`src/rtl/irq_entry_pkg.sv`:
```
package irq_entry_pkg;

    typedef enum logic [1:0] {
        SW_NONE = 2'b00,
        SW_INTN = 2'b01,
        SW_BRK  = 2'b10,
        SW_INTO = 2'b11
    } sw_kind_e;

    typedef enum logic [2:0] {
        SRC_NONE,
        SRC_SW,
        SRC_NMI,
        SRC_INTR,
        SRC_SKIP
    } src_e;

    typedef enum logic [3:0] {
        ST_IDLE,
        ST_ACK1,
        ST_ACK2,
        ST_PUSH_FL,
        ST_PUSH_CS,
        ST_PUSH_IP,
        ST_RD_IP,
        ST_RD_CS,
        ST_DONE
    } state_e;

    localparam int TYPE_NMI_C = 2;
    localparam int TYPE_BRK_C = 3;
    localparam int TYPE_OVF_C = 4;

endpackage

```
`src/rtl/irq_nmi_latch.sv`:
```
module irq_nmi_latch (
    input  logic clk,
    input  logic rst_n,
    input  logic nmi_i,
    input  logic consume_i,
    output logic pending_o
);
    logic nmi_q;
    logic pend_q;
    logic rise;

    assign rise      = nmi_i & ~nmi_q;
    assign pending_o = pend_q | rise;

    always_ff @(posedge clk or negedge rst_n) begin
        if (!rst_n) begin
            nmi_q  <= 1'b0;
            pend_q <= 1'b0;
        end else begin
            nmi_q  <= nmi_i;
            pend_q <= consume_i ? 1'b0 : (pend_q | rise);
        end
    end

    // a held edge survives until the arbiter takes it
    p_nmi_hold_r10: assert property (@(posedge clk) disable iff (!rst_n)
        (pending_o && !consume_i) |=> pending_o);

endmodule

```
`src/rtl/irq_arbiter.sv`:
```
module irq_arbiter
    import irq_entry_pkg::*;
#(
    parameter int TYPE_W = 8
) (
    input  logic              boundary_i,
    input  logic              idle_i,
    input  sw_kind_e          sw_kind_i,
    input  logic [TYPE_W-1:0] sw_type_i,
    input  logic              ovf_i,
    input  logic              ie_i,
    input  logic              nmi_pend_i,
    input  logic              intr_i,
    output src_e              src_o,
    output logic [TYPE_W-1:0] type_o,
    output logic              nmi_take_o
);
    always_comb begin
        src_o  = SRC_NONE;
        type_o = '0;
        if (boundary_i && idle_i) begin
            unique case (sw_kind_i)
                SW_INTN: begin
                    src_o  = SRC_SW;
                    type_o = sw_type_i;
                end
                SW_BRK: begin
                    src_o  = SRC_SW;
                    type_o = TYPE_W'(TYPE_BRK_C);
                end
                SW_INTO: begin
                    if (ovf_i) begin
                        src_o  = SRC_SW;
                        type_o = TYPE_W'(TYPE_OVF_C);
                    end
                end
                default: ;
            endcase
            if (src_o == SRC_NONE) begin
                if (nmi_pend_i) begin
                    src_o  = SRC_NMI;
                    type_o = TYPE_W'(TYPE_NMI_C);
                end else if (intr_i && ie_i) begin
                    src_o = SRC_INTR;
                end else if (sw_kind_i == SW_INTO) begin
                    src_o = SRC_SKIP;
                end
            end
        end
    end

    assign nmi_take_o = (src_o == SRC_NMI);

endmodule

```
`src/rtl/irq_bus_seq.sv`:
```
module irq_bus_seq
    import irq_entry_pkg::*;
#(
    parameter int WORD_W    = 16,
    parameter int SEG_SHIFT = 4,
    parameter int PADDR_W   = 20,
    parameter int TYPE_W    = 8,
    parameter int IF_BIT    = 9,
    parameter int TF_BIT    = 8
) (
    input  logic               clk,
    input  logic               rst_n,
    input  src_e               src_i,
    input  logic [TYPE_W-1:0]  type_i,
    input  logic [WORD_W-1:0]  flags_i,
    input  logic [WORD_W-1:0]  cs_i,
    input  logic [WORD_W-1:0]  ip_i,
    input  logic [WORD_W-1:0]  ss_i,
    input  logic [WORD_W-1:0]  sp_i,
    input  logic [WORD_W-1:0]  mem_rdata_i,
    output logic               idle_o,
    output logic               mem_req_o,
    output logic               mem_we_o,
    output logic [PADDR_W-1:0] mem_addr_o,
    output logic [WORD_W-1:0]  mem_wdata_o,
    output logic               inta_o,
    output logic               done_o,
    output logic               taken_o,
    output logic [TYPE_W-1:0]  vec_type_o,
    output logic [WORD_W-1:0]  new_cs_o,
    output logic [WORD_W-1:0]  new_ip_o,
    output logic [WORD_W-1:0]  new_flags_o,
    output logic [WORD_W-1:0]  sp_o
);
    localparam int WORD_BYTES = WORD_W / 8;
    localparam int VEC_SH     = $clog2(2 * WORD_BYTES);

    state_e              state_q, state_d;
    logic [TYPE_W-1:0]   typ_q;
    logic [WORD_W-1:0]   fl_q, cs_q, ip_q, ss_q, sp_q, ncs_q, nip_q;
    logic                taken_q;
    logic [PADDR_W-1:0]  stack_addr, vec_lo, vec_hi;

    assign stack_addr = PADDR_W'({ss_q, {SEG_SHIFT{1'b0}}}) + PADDR_W'(sp_q);
    assign vec_lo     = PADDR_W'({typ_q, {VEC_SH{1'b0}}});
    assign vec_hi     = vec_lo + PADDR_W'(WORD_BYTES);

    // state register
    always_ff @(posedge clk or negedge rst_n) begin
        if (!rst_n) state_q <= ST_IDLE;
        else        state_q <= state_d;
    end

    // transitions
    always_comb begin
        state_d = state_q;
        unique case (state_q)
            ST_IDLE: begin
                unique case (src_i)
                    SRC_SW, SRC_NMI: state_d = ST_PUSH_FL;
                    SRC_INTR:        state_d = ST_ACK1;
                    SRC_SKIP:        state_d = ST_DONE;
                    default:         state_d = ST_IDLE;
                endcase
            end
            ST_ACK1:    state_d = ST_ACK2;
            ST_ACK2:    state_d = ST_PUSH_FL;
            ST_PUSH_FL: state_d = ST_PUSH_CS;
            ST_PUSH_CS: state_d = ST_PUSH_IP;
            ST_PUSH_IP: state_d = ST_RD_IP;
            ST_RD_IP:   state_d = ST_RD_CS;
            ST_RD_CS:   state_d = ST_DONE;
            ST_DONE:    state_d = ST_IDLE;
            default:    state_d = ST_IDLE;
        endcase
    end

    // captured context and results
    always_ff @(posedge clk or negedge rst_n) begin
        if (!rst_n) begin
            typ_q   <= '0;
            fl_q    <= '0;
            cs_q    <= '0;
            ip_q    <= '0;
            ss_q    <= '0;
            sp_q    <= '0;
            ncs_q   <= '0;
            nip_q   <= '0;
            taken_q <= 1'b0;
        end else begin
            case (state_q)
                ST_IDLE: begin
                    if (src_i != SRC_NONE) begin
                        typ_q   <= type_i;
                        fl_q    <= flags_i;
                        cs_q    <= cs_i;
                        ip_q    <= ip_i;
                        ss_q    <= ss_i;
                        sp_q    <= sp_i - WORD_W'(WORD_BYTES);
                        taken_q <= (src_i != SRC_SKIP);
                    end
                end
                ST_ACK2:    typ_q <= mem_rdata_i[TYPE_W-1:0];
                ST_PUSH_FL,
                ST_PUSH_CS: sp_q  <= sp_q - WORD_W'(WORD_BYTES);
                ST_RD_IP:   nip_q <= mem_rdata_i;
                ST_RD_CS:   ncs_q <= mem_rdata_i;
                default: ;
            endcase
        end
    end

    // outputs
    always_comb begin
        mem_req_o   = 1'b0;
        mem_we_o    = 1'b0;
        mem_addr_o  = '0;
        mem_wdata_o = '0;
        inta_o      = 1'b0;
        done_o      = 1'b0;
        unique case (state_q)
            ST_ACK1, ST_ACK2: inta_o = 1'b1;
            ST_PUSH_FL: begin
                mem_req_o = 1'b1; mem_we_o = 1'b1;
                mem_addr_o = stack_addr; mem_wdata_o = fl_q;
            end
            ST_PUSH_CS: begin
                mem_req_o = 1'b1; mem_we_o = 1'b1;
                mem_addr_o = stack_addr; mem_wdata_o = cs_q;
            end
            ST_PUSH_IP: begin
                mem_req_o = 1'b1; mem_we_o = 1'b1;
                mem_addr_o = stack_addr; mem_wdata_o = ip_q;
            end
            ST_RD_IP: begin
                mem_req_o = 1'b1; mem_addr_o = vec_lo;
            end
            ST_RD_CS: begin
                mem_req_o = 1'b1; mem_addr_o = vec_hi;
            end
            ST_DONE: done_o = 1'b1;
            default: ;
        endcase
        new_flags_o         = fl_q;
        new_flags_o[IF_BIT] = 1'b0;
        new_flags_o[TF_BIT] = 1'b0;
    end

    assign idle_o     = (state_q == ST_IDLE);
    assign taken_o    = taken_q;
    assign vec_type_o = typ_q;
    assign new_cs_o   = ncs_q;
    assign new_ip_o   = nip_q;
    assign sp_o       = sp_q;

    p_ack_pair_r7: assert property (@(posedge clk) disable iff (!rst_n)
        $rose(inta_o) |=> inta_o);
    p_ack_end_r7: assert property (@(posedge clk) disable iff (!rst_n)
        (inta_o && $past(inta_o)) |=> !inta_o);
    p_ack_quiet_r7: assert property (@(posedge clk) disable iff (!rst_n)
        inta_o |-> !mem_req_o);
    p_done_pulse_r11: assert property (@(posedge clk) disable iff (!rst_n)
        done_o |=> !done_o);
    p_vec_low_r1: assert property (@(posedge clk) disable iff (!rst_n)
        (mem_req_o && !mem_we_o) |-> (mem_addr_o[PADDR_W-1:TYPE_W+VEC_SH] == '0));
    p_done_after_read_r11: assert property (@(posedge clk) disable iff (!rst_n)
        (done_o && taken_o) |-> ($past(mem_req_o) && !$past(mem_we_o)));

endmodule

```
`src/rtl/irq_entry_seq.sv`:
```
module irq_entry_seq
    import irq_entry_pkg::*;
#(
    parameter int WORD_W    = 16,
    parameter int SEG_SHIFT = 4,
    parameter int PADDR_W   = 20,
    parameter int TYPE_W    = 8,
    parameter int IF_BIT    = 9,
    parameter int TF_BIT    = 8,
    parameter int OF_BIT    = 11
) (
    input  logic               clk,
    input  logic               rst_n,
    input  logic               boundary_i,
    input  logic [1:0]         sw_kind_i,
    input  logic [TYPE_W-1:0]  sw_type_i,
    input  logic               nmi_i,
    input  logic               intr_i,
    input  logic [WORD_W-1:0]  flags_i,
    input  logic [WORD_W-1:0]  cs_i,
    input  logic [WORD_W-1:0]  ip_i,
    input  logic [WORD_W-1:0]  ss_i,
    input  logic [WORD_W-1:0]  sp_i,
    output logic               mem_req_o,
    output logic               mem_we_o,
    output logic [PADDR_W-1:0] mem_addr_o,
    output logic [WORD_W-1:0]  mem_wdata_o,
    input  logic [WORD_W-1:0]  mem_rdata_i,
    output logic               inta_o,
    output logic               done_o,
    output logic               taken_o,
    output logic [TYPE_W-1:0]  vec_type_o,
    output logic [WORD_W-1:0]  new_cs_o,
    output logic [WORD_W-1:0]  new_ip_o,
    output logic [WORD_W-1:0]  new_flags_o,
    output logic [WORD_W-1:0]  sp_o
);
    logic              nmi_pend, nmi_take, idle;
    src_e              arb_src;
    logic [TYPE_W-1:0] arb_type;

    irq_nmi_latch u_nmi (
        .clk       (clk),
        .rst_n     (rst_n),
        .nmi_i     (nmi_i),
        .consume_i (nmi_take),
        .pending_o (nmi_pend)
    );

    irq_arbiter #(.TYPE_W(TYPE_W)) u_arb (
        .boundary_i (boundary_i),
        .idle_i     (idle),
        .sw_kind_i  (sw_kind_e'(sw_kind_i)),
        .sw_type_i  (sw_type_i),
        .ovf_i      (flags_i[OF_BIT]),
        .ie_i       (flags_i[IF_BIT]),
        .nmi_pend_i (nmi_pend),
        .intr_i     (intr_i),
        .src_o      (arb_src),
        .type_o     (arb_type),
        .nmi_take_o (nmi_take)
    );

    irq_bus_seq #(
        .WORD_W(WORD_W), .SEG_SHIFT(SEG_SHIFT), .PADDR_W(PADDR_W),
        .TYPE_W(TYPE_W), .IF_BIT(IF_BIT), .TF_BIT(TF_BIT)
    ) u_seq (
        .clk         (clk),
        .rst_n       (rst_n),
        .src_i       (arb_src),
        .type_i      (arb_type),
        .flags_i     (flags_i),
        .cs_i        (cs_i),
        .ip_i        (ip_i),
        .ss_i        (ss_i),
        .sp_i        (sp_i),
        .mem_rdata_i (mem_rdata_i),
        .idle_o      (idle),
        .mem_req_o   (mem_req_o),
        .mem_we_o    (mem_we_o),
        .mem_addr_o  (mem_addr_o),
        .mem_wdata_o (mem_wdata_o),
        .inta_o      (inta_o),
        .done_o      (done_o),
        .taken_o     (taken_o),
        .vec_type_o  (vec_type_o),
        .new_cs_o    (new_cs_o),
        .new_ip_o    (new_ip_o),
        .new_flags_o (new_flags_o),
        .sp_o        (sp_o)
    );

    p_nmi_over_intr_r5: assert property (@(posedge clk) disable iff (!rst_n)
        (arb_src == SRC_INTR) |-> !nmi_pend);
    p_intr_gate_r6: assert property (@(posedge clk) disable iff (!rst_n)
        (arb_src == SRC_INTR) |-> flags_i[IF_BIT]);
    p_busy_ignores_r10: assert property (@(posedge clk) disable iff (!rst_n)
        !idle |-> (arb_src == SRC_NONE));

endmodule

```
`config.mk`:
```
export PLATFORM = sky130hd
export DESIGN_NAME = irq_entry_seq
export DESIGN_NICKNAME = d
export VERILOG_FILES = /design/src/rtl/irq_entry_pkg.sv /design/src/rtl/irq_nmi_latch.sv /design/src/rtl/irq_arbiter.sv /design/src/rtl/irq_bus_seq.sv /design/src/rtl/irq_entry_seq.sv
export SDC_FILE = /design/constraint.sdc
export NUM_CORES = 1
export LEC_CHECK = 0
export ABC_AREA = 1
export CORE_MARGIN = 8
export CORE_UTILIZATION = 47
export CTS_CLUSTER_SIZE = 12
export DETAILED_ROUTE_END_ITERATION = 7
export GPL_ROUTABILITY_DRIVEN = 1
export PLACE_DENSITY_LB_ADDON = 0.05
export RECOVER_POWER = 100
export SLEW_MARGIN = 0
export SYNTH_ARGS = -nofsm -noshare
export SYNTH_HDL_FRONTEND = slang
export SYNTH_SLANG_ARGS = --single-unit
```
`constraint.sdc`:
```
create_clock -name clk -period 2.23 [get_ports clk]
set_input_delay 0.223 -clock clk [delete_from_list [all_inputs] [get_ports clk]]
set_output_delay 0.223 -clock clk [all_outputs]
set_load 0.02 [all_outputs]
```
==> impl_metrics.tcl, run 1 <==
set metrics [dict create \
    status "finished, violations left" \
    violations "negative setup slack" \
    grt_pass1_wl_um 36000 \
    row_count 44 \
    path_max_fanout 5 \
    ir_drop_mv 0.790 \
    arrival_ns 2.19 \
    die_x_um 138 \
    crit_required_ns 2.01 \
    crit_type "flop to primary output" \
    setup_viol 18 \
    ant_nets 0 \
    tritoncts "built" \
    cts_buffer_depth 2 \
    clk_latency_ns 0.41 \
    max-cap-violations 0 \
    path_clk_slew_ns 0.06 \
    worstMarginPinSlew_ns 0.909 \
    hold_viol 0 \
    r2r.worst_path.cells 15 \
    grt_pass1_vias 6691 \
    yosysWarnings 0 \
    r2r_end "u_seq.sp_o[13]$_DFFE_PN0P_" \
    start_kind "flop" \
    wl_um 22900 \
    synth_area_um2 7010 \
    leakagePower_nw 5.21 \
    area_delta_synth_final_pct 52.9 \
    dr_total_vias 6745 \
    io_buffers 221 \
    clock_skew_ns 0.00799 \
    period_share_pct 108 \
    critPathMaxStageDelay_ns 0.43 \
    pin_count 224 \
    p_per_area_nw_per_um2 1740 \
    syn_avg_cell_area_um2 8.31 \
    dieArea_um2 19100 \
    relSlewSlack_pct 39.4 \
    worst-r2r-setup-slack_ns 0 \
    gr-usage-all-layers_pct 23.0 \
    path_cells "ha_4, fa_2, nand3_2, nand2_2, or2_4, a32o_2, buf_6" \
    fill_cells 1135 \
    wl_per_cell_um 17.2 \
    cts_buffers 17 \
    drv_slew 0 \
    hold_depth 3 \
    crit_end "mem_addr_o[8]" \
    max_freq_ghz 0.414 \
    worstSetupStartpoint "u_seq.sp_o[4]$_DFFE_PN0P_" \
    cp-end-kind "primary output" \
    nNetsFinal 1262 \
    synth.distinct_cells 40 \
    cts_max_level 4 \
    drtIter0Drc 384 \
    tns_ns -1.72 \
    initial_core_util_pct 48.2 \
    dpl_cell_area_um2 9880 \
    netlist_instances 844 \
    layout-drive-gt1-share_pct 24.8 \
    gp_congestion 0.901 \
    yosysSeqAreaShare_pct 45.3 \
    coreArea_um2 14500 \
    min_path_type "input port to flop" \
    diodes 0 \
    vias_per_cell 5.07 \
    grt_antenna_before_repair 0 \
    fin_crit_ns 2.41 \
    drt_first_pass_iters 5 \
    dp_hpwl_um 16400 \
    cts_root_buffer "clkbuf_16" \
    ys_seq_elements 127 \
    worst_slack_ns -0.183 \
    grt_max_degree 67 \
    cts_sinks 127 \
    grt_overflow 0 \
    grt_setup_unrepaired "true" \
    drc 0 \
    fin_area_um2 10700 \
    slowest_stage "dfrtp_1" \
    die_h_um 138 \
    r2r-start "u_seq.state_q[2]$_DFF_PN0_" \
]
[cells in the mapped netlist, drive strengths merged]
cell	count	area share [%]
clkbuf	8	0.43
nand4	4	0.36
clkinv	2	0.11
a22o	2	0.25
inv	105	5.6
ha	16	2.9
o21a	1	0.11
nand2	246	14
a21o	3	0.32
dfrtp	127	45
o21ai	102	7.4
nor2	49	3.2
o22ai	2	0.18
fa	1	0.29
conb	1	0.053
a31oi	3	0.27
nand3b	5	0.54
mux2	30	6.4
a21oi	26	1.9
or2	2	0.18
nand3	36	2.6
o221ai	19	2.4
and3	1	0.089
o311ai	1	0.12
buf	39	3.9
a32o	2	0.29
xor2	1	0.12
a22oi	4	0.43
nor3	5	0.36
a32oi	1	0.12
[per-stage QoR]
step           setup WS [ns]  util [%]  hold slack, ns  instances  total power, mW
2_1_floorplan        0.00903         -         -0.0726        845             10.2
3_3_place_gp          -0.415      68.0           0.208       1286             14.8
3_5_place_dp          -0.424      68.0           0.210       1286             15.0
4_1_cts               -0.267      73.6           0.274       1323             18.4
5_1_grt               -0.297      73.8           0.365       1331             20.0
6_report              -0.183      73.8           0.349       1331             18.7
[final cells by class]
type | count | area [um2] | area share (%)
tap | 184 | 230 | 2.15
inverter | 107 | 408 | 3.80
timing repair buffer | 317 | 2830 | 26.4
multi-input combinational | 564 | 3440 | 32.0
clock inverter | 13 | 186 | 1.74
sequential | 127 | 3180 | 29.7
clock buffer | 19 | 453 | 4.22
[worst min-delay path by stage]
| stage | endpoint | slack, ns | start |
|---|---|---|---|
| 3_5_place_dp | u_seq.new_ip_o[0]$_DFFE_PN0N_ | 0.21 | rst_n |
| 5_1_grt | u_seq.ss_q[12]$_DFFE_PN0P_ | 0.36 | ss_i[12] |
| 3_3_place_gp | u_seq.new_cs_o[6]$_DFFE_PN0N_ | 0.21 | rst_n |
| 4_1_cts | u_nmi.nmi_q$_DFF_PN0_ | 0.27 | nmi_i |
| 2_1_floorplan | u_nmi.nmi_q$_DFF_PN0_ | -0.07 | rst_n |
| 6_report | u_seq.fl_q[5]$_DFFE_PN0P_ | 0.35 | flags_i[5] |
[where the power goes]
group	leakage (nW)	total, mW	internal [mW]	switching, mW
combinational	3.36	11.5	5.05	6.45
sequential	1.54	4.21	3.47	0.744
clock	0.313	2.98	1.93	1.05
[worst max-delay path: cells and delay by family (launching register included)]
family          cells  cell delay, ns
fa+ha+maj           2            0.62
flops               1            0.43
simple gates        3            0.36
compound gates      1            0.24
buf+inv             1            0.13
[registers in the layout, summed over array words and instances, names as in the netlist, 4 cells and up]
register          cells
u_seq.new_cs_o       16
u_seq.vec_type_o      8
u_seq.ss_q           16
u_seq.fl_q           16
u_seq.cs_q           16
u_seq.new_ip_o       16
u_seq.ip_q           16
u_seq.sp_o           16
u_seq.state_q         4
[cells by family (layout without fill, tap and decap cells)]
group	Yosys count	count (layout)	share of synthesized area, %
compound gates	166	166	13.8
simple gates	348	348	21.1
fa+ha+maj	17	17	3.14
xor+xnor	1	1	0.125
buf+inv	154	456	10.0
mux	30	30	6.42
other cells	1	2	0.0535
flops	127	127	45.3
[placed cells by master (no fill, tap or decap), types with 11 or more instances in the layout]
cell and n:
nand2_1 225, dfrtp_1 125, clkdlybuf4s50_1 107, inv_1 96, buf_4 83, dlygate4sd3_1 74
o21ai_0 66, nor2_1 31, o21ai_1 30, mux2_4 30, nand3_1 27, o221ai_1 19
clkbuf_2 19, a21oi_1 17, clkbuf_16 17, nand2_2 16, buf_6 12, nor2_2 11
[repair_timing]
action / in CTS / in global routing
resized for setup: 166 / 98
pin swaps: 17 / 24
hold buffers: 1 / 0
buffers inserted: 4 / 8
hold endpoints to repair: 34 / 0
setup endpoints to repair: 40 / 49
[metal layers]
metal,share of wire (%),vias to the layer above,GRT usage (%)
met5,0,-,0
met4,1.8,0,5.15
met3,7.0,28,7.19
met2,48,221,37.1
met1,43,3165,29.7
li1,-,3331,-
No activity file was read; power rests on OpenSTA's default activity.
==> inputs of run 2 (changes only) <==
--- a/config.mk
+++ b/config.mk
@@ -7,7 +7,7 @@
 export LEC_CHECK = 0
 export ABC_AREA = 1
 export CORE_MARGIN = 8
-export CORE_UTILIZATION = 47
+export CORE_UTILIZATION = 51
 export CTS_CLUSTER_SIZE = 12
 export DETAILED_ROUTE_END_ITERATION = 7
 export GPL_ROUTABILITY_DRIVEN = 1
==> constraint.sdc (replaced) <==
create_clock -name clk -period 2.96 [get_ports clk]
set_input_delay 0.296 -clock clk [delete_from_list [all_inputs] [get_ports clk]]
set_output_delay 0.296 -clock clk [all_outputs]
set_load 0.02 [all_outputs]
==> impl_metrics.tcl, run 2 (synthesized netlist as in run 1, its figures left out) <==
set metrics [dict create \
    worst-r2r-setup-slack_ns 0.36 \
    r2r_end "u_seq.sp_o[11]$_DFFE_PN0P_" \
    grt_antenna_before_repair 1 \
    fin_crit_ns 2.82 \
    detailedPlace.worstSlack_ns 0.103 \
    initial_core_util_pct 51.3 \
    nNetsFinal 1184 \
    final_cells 1250 \
    crit_required_ns 2.66 \
    gr-usage-all-layers_pct 23.3 \
    vias_per_cell 5.09 \
    relSlewSlack_pct 11.4 \
    dpl_cell_area_um2 9310 \
    drtIter0Drc 419 \
    area_delta_synth_final_pct 38.5 \
    drv_slew 0 \
    clock_skew_ns 0.00753 \
    grt_max_degree 45 \
    place_inst 1216 \
    final_common_cell "nand2_1" \
    cp-end-kind "primary output" \
    wl_um 20500 \
    hold_viol 0 \
    fin_area_um2 9710 \
    clk_latency_ns 0.42 \
    crit_type "flop to primary output" \
    dp_hpwl_um 15600 \
    grt_overflow 0 \
    r2r.worst_path.cells 13 \
    cts_buffer_depth 2 \
    layout-drive-gt1-share_pct 7.39 \
    min_path_type "input port to flop" \
    period_share_pct 95.3 \
    pin_count 224 \
    die_x_um 133 \
    max_freq_ghz 0.354 \
    cts_max_level 4 \
    start_kind "flop" \
    leakagePower_nw 4.69 \
    p_per_area_nw_per_um2 1210 \
    cts_buffers 17 \
    drt_first_pass_iters 5 \
    final_cell_mix "nand2_1, dfrtp_1, clkdlybuf4s50_1" \
    grt_pass1_vias 6097 \
    dr_total_vias 6365 \
    path_clk_slew_ns 0.06 \
    ir_drop_mv 0.549 \
    wl_per_cell_um 16.4 \
    r2r-start "u_seq.state_q[3]$_DFF_PN0_" \
    coreArea_um2 13700 \
    worstMarginPinSlew_ns 1.33 \
    row_count 43 \
    tritoncts "built" \
    cts_sinks 127 \
    max-cap-violations 0 \
    grt_pass1_wl_um 32900 \
    drc 0 \
    io_buffers 221 \
    tns_ns 0 \
    crit_end "mem_addr_o[4]" \
    cts_root_buffer "clkbuf_16" \
    worstSetupStartpoint "u_seq.state_q[3]$_DFF_PN0_" \
    die_h_um 133 \
    dieArea_um2 17800 \
    setup_viol 0 \
    worst_slack_ns 0.139 \
    post-route-util_pct 71.1 \
    ant_nets 0 \
    path_max_fanout 17 \
    gp_congestion 0.897 \
    cts_setup_buffers 0 \
    status "finished, final reports clean" \
    arrival_ns 2.53 \
    grt_setup_unrepaired "false" \
]
run 2: cell count changes in the layout (fill, tap and decap cells not counted), moves of 10 or more:
| cell | change |
|---|---|
| buf_4 | -73 |
| buf_6 | -12 |
| clkbuf_2 | -13 |
| dlygate4sd3_1 | +26 |
| mux2_1 | +30 |
| mux2_4 | -30 |
| nand2_1 | +12 |
| nand2_2 | -10 |
| o21ai_0 | +23 |
| o21ai_1 | -19 |
run 2: how the worst min path moves through the flow:
stage,startpoint,end,slack [ns],cells after the start
after floorplan,rst_n,u_nmi.nmi_q$_DFF_PN0_,0.0004,0
after global placement,rst_n,u_seq.new_ip_o[10]$_DFFE_PN0N_,0.34,1
after detailed placement,rst_n,u_seq.new_ip_o[10]$_DFFE_PN0N_,0.34,1
after CTS,nmi_i,u_nmi.nmi_q$_DFF_PN0_,0.34,1
after global routing,cs_i[10],u_seq.cs_q[10]$_DFFE_PN0P_,0.44,3
final,flags_i[7],u_seq.fl_q[7]$_DFFE_PN0P_,0.44,3
run 2: what timing repair did:
action	CTS	global route
hold buffers	1	0
gates resized for setup	14	13
endpoints found under the hold margin	41	0
setup endpoints to repair	12	8
run 2: routing by layer:
| metal | part of all wire [%] | up-vias | wire, um | GRT usage (%) |
|---|---|---|---|---|
| met5 | 0 | - | 0 | 0 |
| met4 | 2.0 | 0 | 412 | 8.23 |
| met3 | 9.1 | 26 | 1860 | 8.25 |
| met2 | 44 | 220 | 9050 | 34.3 |
| met1 | 45 | 2950 | 9180 | 30.9 |
| li1 | - | 3169 | - | - |
run 2: through the flow:
| step | hold WS (ns) | total power, mW |
|---|---|---|
| finish | 0.443 | 11.7 |
| global route | 0.442 | 12.6 |
| CTS | 0.336 | 12.4 |
| detailed placement | 0.337 | 10.4 |
| global placement | 0.344 | 10.3 |
| floorplan | 0.000409 | 7.69 |
run 2: layout make-up:
class                           count  area, um2
Inverter                          107        402
Fill cell                        1145       3950
Timing Repair Buffer              239       2320
Clock inverter                     13        115
Antenna cell                        1       2.50
Tap cell                          180        225
Clock buffer                       19        443
Sequential cell                   127       3180
Multi-Input combinational cell    564       3020
run 2: critical path: stages (launching register included):
cell and delay (ns):
dfrtp_1 0.47, nor2_2 0.23, nand2_4 0.08, nand2_4 0.13, nor2_2 0.07, inv_2 0.24
a22o_1 0.18, dlygate4sd3_1 0.70
run 2: power by group:
part	switching (mW)	leakage [nW]	internal (mW)
logic	4.11	2.88	2.55
clock network	0.793	0.266	1.18
registers	0.510	1.54	2.61
total	5.41	4.69	6.33
==> inputs of run 3 (changes only) <==
--- a/config.mk
+++ b/config.mk
@@ -6,8 +6,9 @@
 export NUM_CORES = 1
 export LEC_CHECK = 0
 export ABC_AREA = 1
+export ABC_CLOCK_PERIOD_IN_PS = 2950
 export CORE_MARGIN = 8
-export CORE_UTILIZATION = 51
+export CORE_UTILIZATION = 47
 export CTS_CLUSTER_SIZE = 12
 export DETAILED_ROUTE_END_ITERATION = 7
 export GPL_ROUTABILITY_DRIVEN = 1
==> constraint.sdc (replaced) <==
create_clock -name clk -period 2.95 [get_ports clk]
set_input_delay 0.295 -clock clk [delete_from_list [all_inputs] [get_ports clk]]
set_output_delay 0.295 -clock clk [all_outputs]
set_load 0.02 [all_outputs]
==> impl_metrics.tcl, run 3 (synthesized netlist as in run 1, its figures left out) <==
set metrics [dict create \
    p_per_area_nw_per_um2 1210 \
    path_max_fanout 17 \
    gr-usage-all-layers_pct 21.3 \
    diodes 0 \
    arrival_ns 2.52 \
    drc 0 \
    dp_hpwl_um 15600 \
    drtIter0Drc 319 \
    nNetsFinal 1185 \
    final_cell_mix "nand2_1, dfrtp_1, clkdlybuf4s50_1" \
    grt_overflow 0 \
    slowest_stage "clkdlybuf4s50_1" \
    coreArea_um2 14500 \
    cts_buffers 17 \
    grt_pass1_vias 6364 \
    cts_root_buffer "clkbuf_16" \
    io_buffers 221 \
    min_path_type "input port to flop" \
    hold_depth 3 \
    r2r.worst_path.cells 6 \
    crit_required_ns 2.65 \
    period_share_pct 95.5 \
    drv_slew 38 \
    die_x_um 138 \
    crit_type "flop to primary output" \
    max_freq_ghz 0.355 \
    die_h_um 138 \
    grt_setup_unrepaired "false" \
    cp-end-kind "primary output" \
    tritoncts "built" \
    grt_pass1_wl_um 33100 \
    clk_latency_ns 0.42 \
    cts_max_level 4 \
    area_delta_synth_final_pct 38.4 \
    ant_nets 0 \
    vias_per_cell 4.98 \
    worstHoldStart "flags_i[12]" \
    r2r-start "u_seq.state_q[0]$_DFF_PN0_" \
    critPathMaxStageDelay_ns 0.63 \
    start_kind "flop" \
    hold_viol 0 \
    leakagePower_nw 4.66 \
    hold_end "u_seq.fl_q[12]$_DFFE_PN0P_" \
    cts_sinks 127 \
    clock_skew_ns 0.00613 \
    p_total_mw 11.8 \
    grt_max_degree 53 \
    relSlewSlack_pct -41.6 \
    wl_per_cell_um 16.2 \
    place_inst 1221 \
    final_common_cell "nand2_1" \
    wl_um 20300 \
    status "finished, violations left" \
    fin_crit_ns 2.82 \
    ir_drop_mv 0.546 \
    cp_common_cell "nor2_2" \
    worstMarginPinSlew_ns 2.12 \
    pin_count 224 \
    dr_total_vias 6240 \
    crit_family "buffers and inverters" \
    cts_buffer_depth 2 \
    path_clk_slew_ns 0.05 \
    initial_core_util_pct 48.2 \
    critPathBufInv 2 \
    worst-r2r-setup-slack_ns 0.33 \
    cts_setup_buffers 0 \
    gp_congestion 0.856 \
    layout-drive-gt1-share_pct 7.30 \
    fill_cells 1302 \
    violations "max-capacitance violations, max-slew violations" \
    setup_viol 0 \
    max-cap-violations 1 \
    path_cells "nor2_2, nand2_4, nand2_2, nor2_2, inv_4, a22o_1, clkdlybuf4s50_1" \
    r2r_end "u_seq.ip_q[2]$_DFFE_PN0P_" \
    grt_antenna_before_repair 0 \
    drt_first_pass_iters 5 \
    row_count 44 \
    final_cells 1253 \
    dieArea_um2 19100 \
]
run 3: cell types whose count changed in the layout (fill, tap and decap cells not counted), moves of 2 or more:
cell             before  now
clkbuf_1              5   13
clkbuf_2              6    4
clkdlybuf4s50_1     108  111
dlygate4sd3_1       100   93
inv_6                 2    0
mux2_1               30   27
mux2_4                0    3
run 3: worst reg2reg max path, stage by stage, from the launching register on:
cell and delay [ns]:
dfrtp_1 0.41, nor2_1 0.26, and3_1 0.36, nand2_1 0.15, nand2_1 0.51, clkbuf_2 0.47, mux2_4 0.34
run 3: per-stage QoR:
stage                     utilization, %  instance area [um2]  setup TNS, ns  hold slack (ns)  worst slack [ns]
after floorplan                        -                 7020              0        -0.000591             0.657
after CTS                           68.0                 9880       -0.00174            0.341          -0.00174
after global placement              64.2                 9330              0            0.295             0.109
final                               66.8                 9710              0            0.441             0.132
after global routing                66.8                 9710              0            0.446            0.0175
after detailed placement            64.2                 9330              0            0.296             0.105
run 3: worst max-delay path by stage:
stage	depth (start not counted)	endpoint	from	slack, ns
finish	7	mem_addr_o[4]	u_seq.state_q[3]$_DFF_PN0_	0.13
global route	10	mem_addr_o[18]	u_seq.sp_o[7]$_DFFE_PN0P_	0.02
CTS	7	mem_addr_o[3]	u_seq.state_q[3]$_DFF_PN0_	-0.002
detailed placement	12	mem_addr_o[19]	u_seq.sp_o[6]$_DFFE_PN0P_	0.11
global placement	12	mem_addr_o[19]	u_seq.sp_o[6]$_DFFE_PN0P_	0.11
floorplan	11	mem_addr_o[19]	u_seq.sp_o[6]$_DFFE_PN0P_	0.66
run 3: timing repair:
item	in CTS	in global routing
hold buffers	1	0
pin swaps	0	0
cloned	0	0
setup endpoints to repair	13	13
resized for setup	14	17
hold endpoints to repair	35	0
run 3: power breakdown:
group	internal (mW)	total, mW	leakage [nW]	switching [mW]
Clock	1.23	1.99	0.262	0.763
Sequential	2.62	3.12	1.54	0.501
Combinational	2.55	6.67	2.85	4.12
run 3: area by class of cell:
cell class	instances	area, um2	share of cell area [%]
flip-flops and latches	127	3180	32.7
multi-input cells	564	3030	31.2
repair buffers	240	2310	23.8
clock buffers	20	437	4.50
inverters	107	404	4.16
well taps	184	230	2.37
clock inverters	11	119	1.22
run 3: metal layers:
layer,GRT usage [%],wire length (um),part of all wire [%]
met1,27.1,9240,45
met2,33.1,9220,45
met3,7.33,1510,7.5
met4,6.92,352,1.7
met5,0,0,0
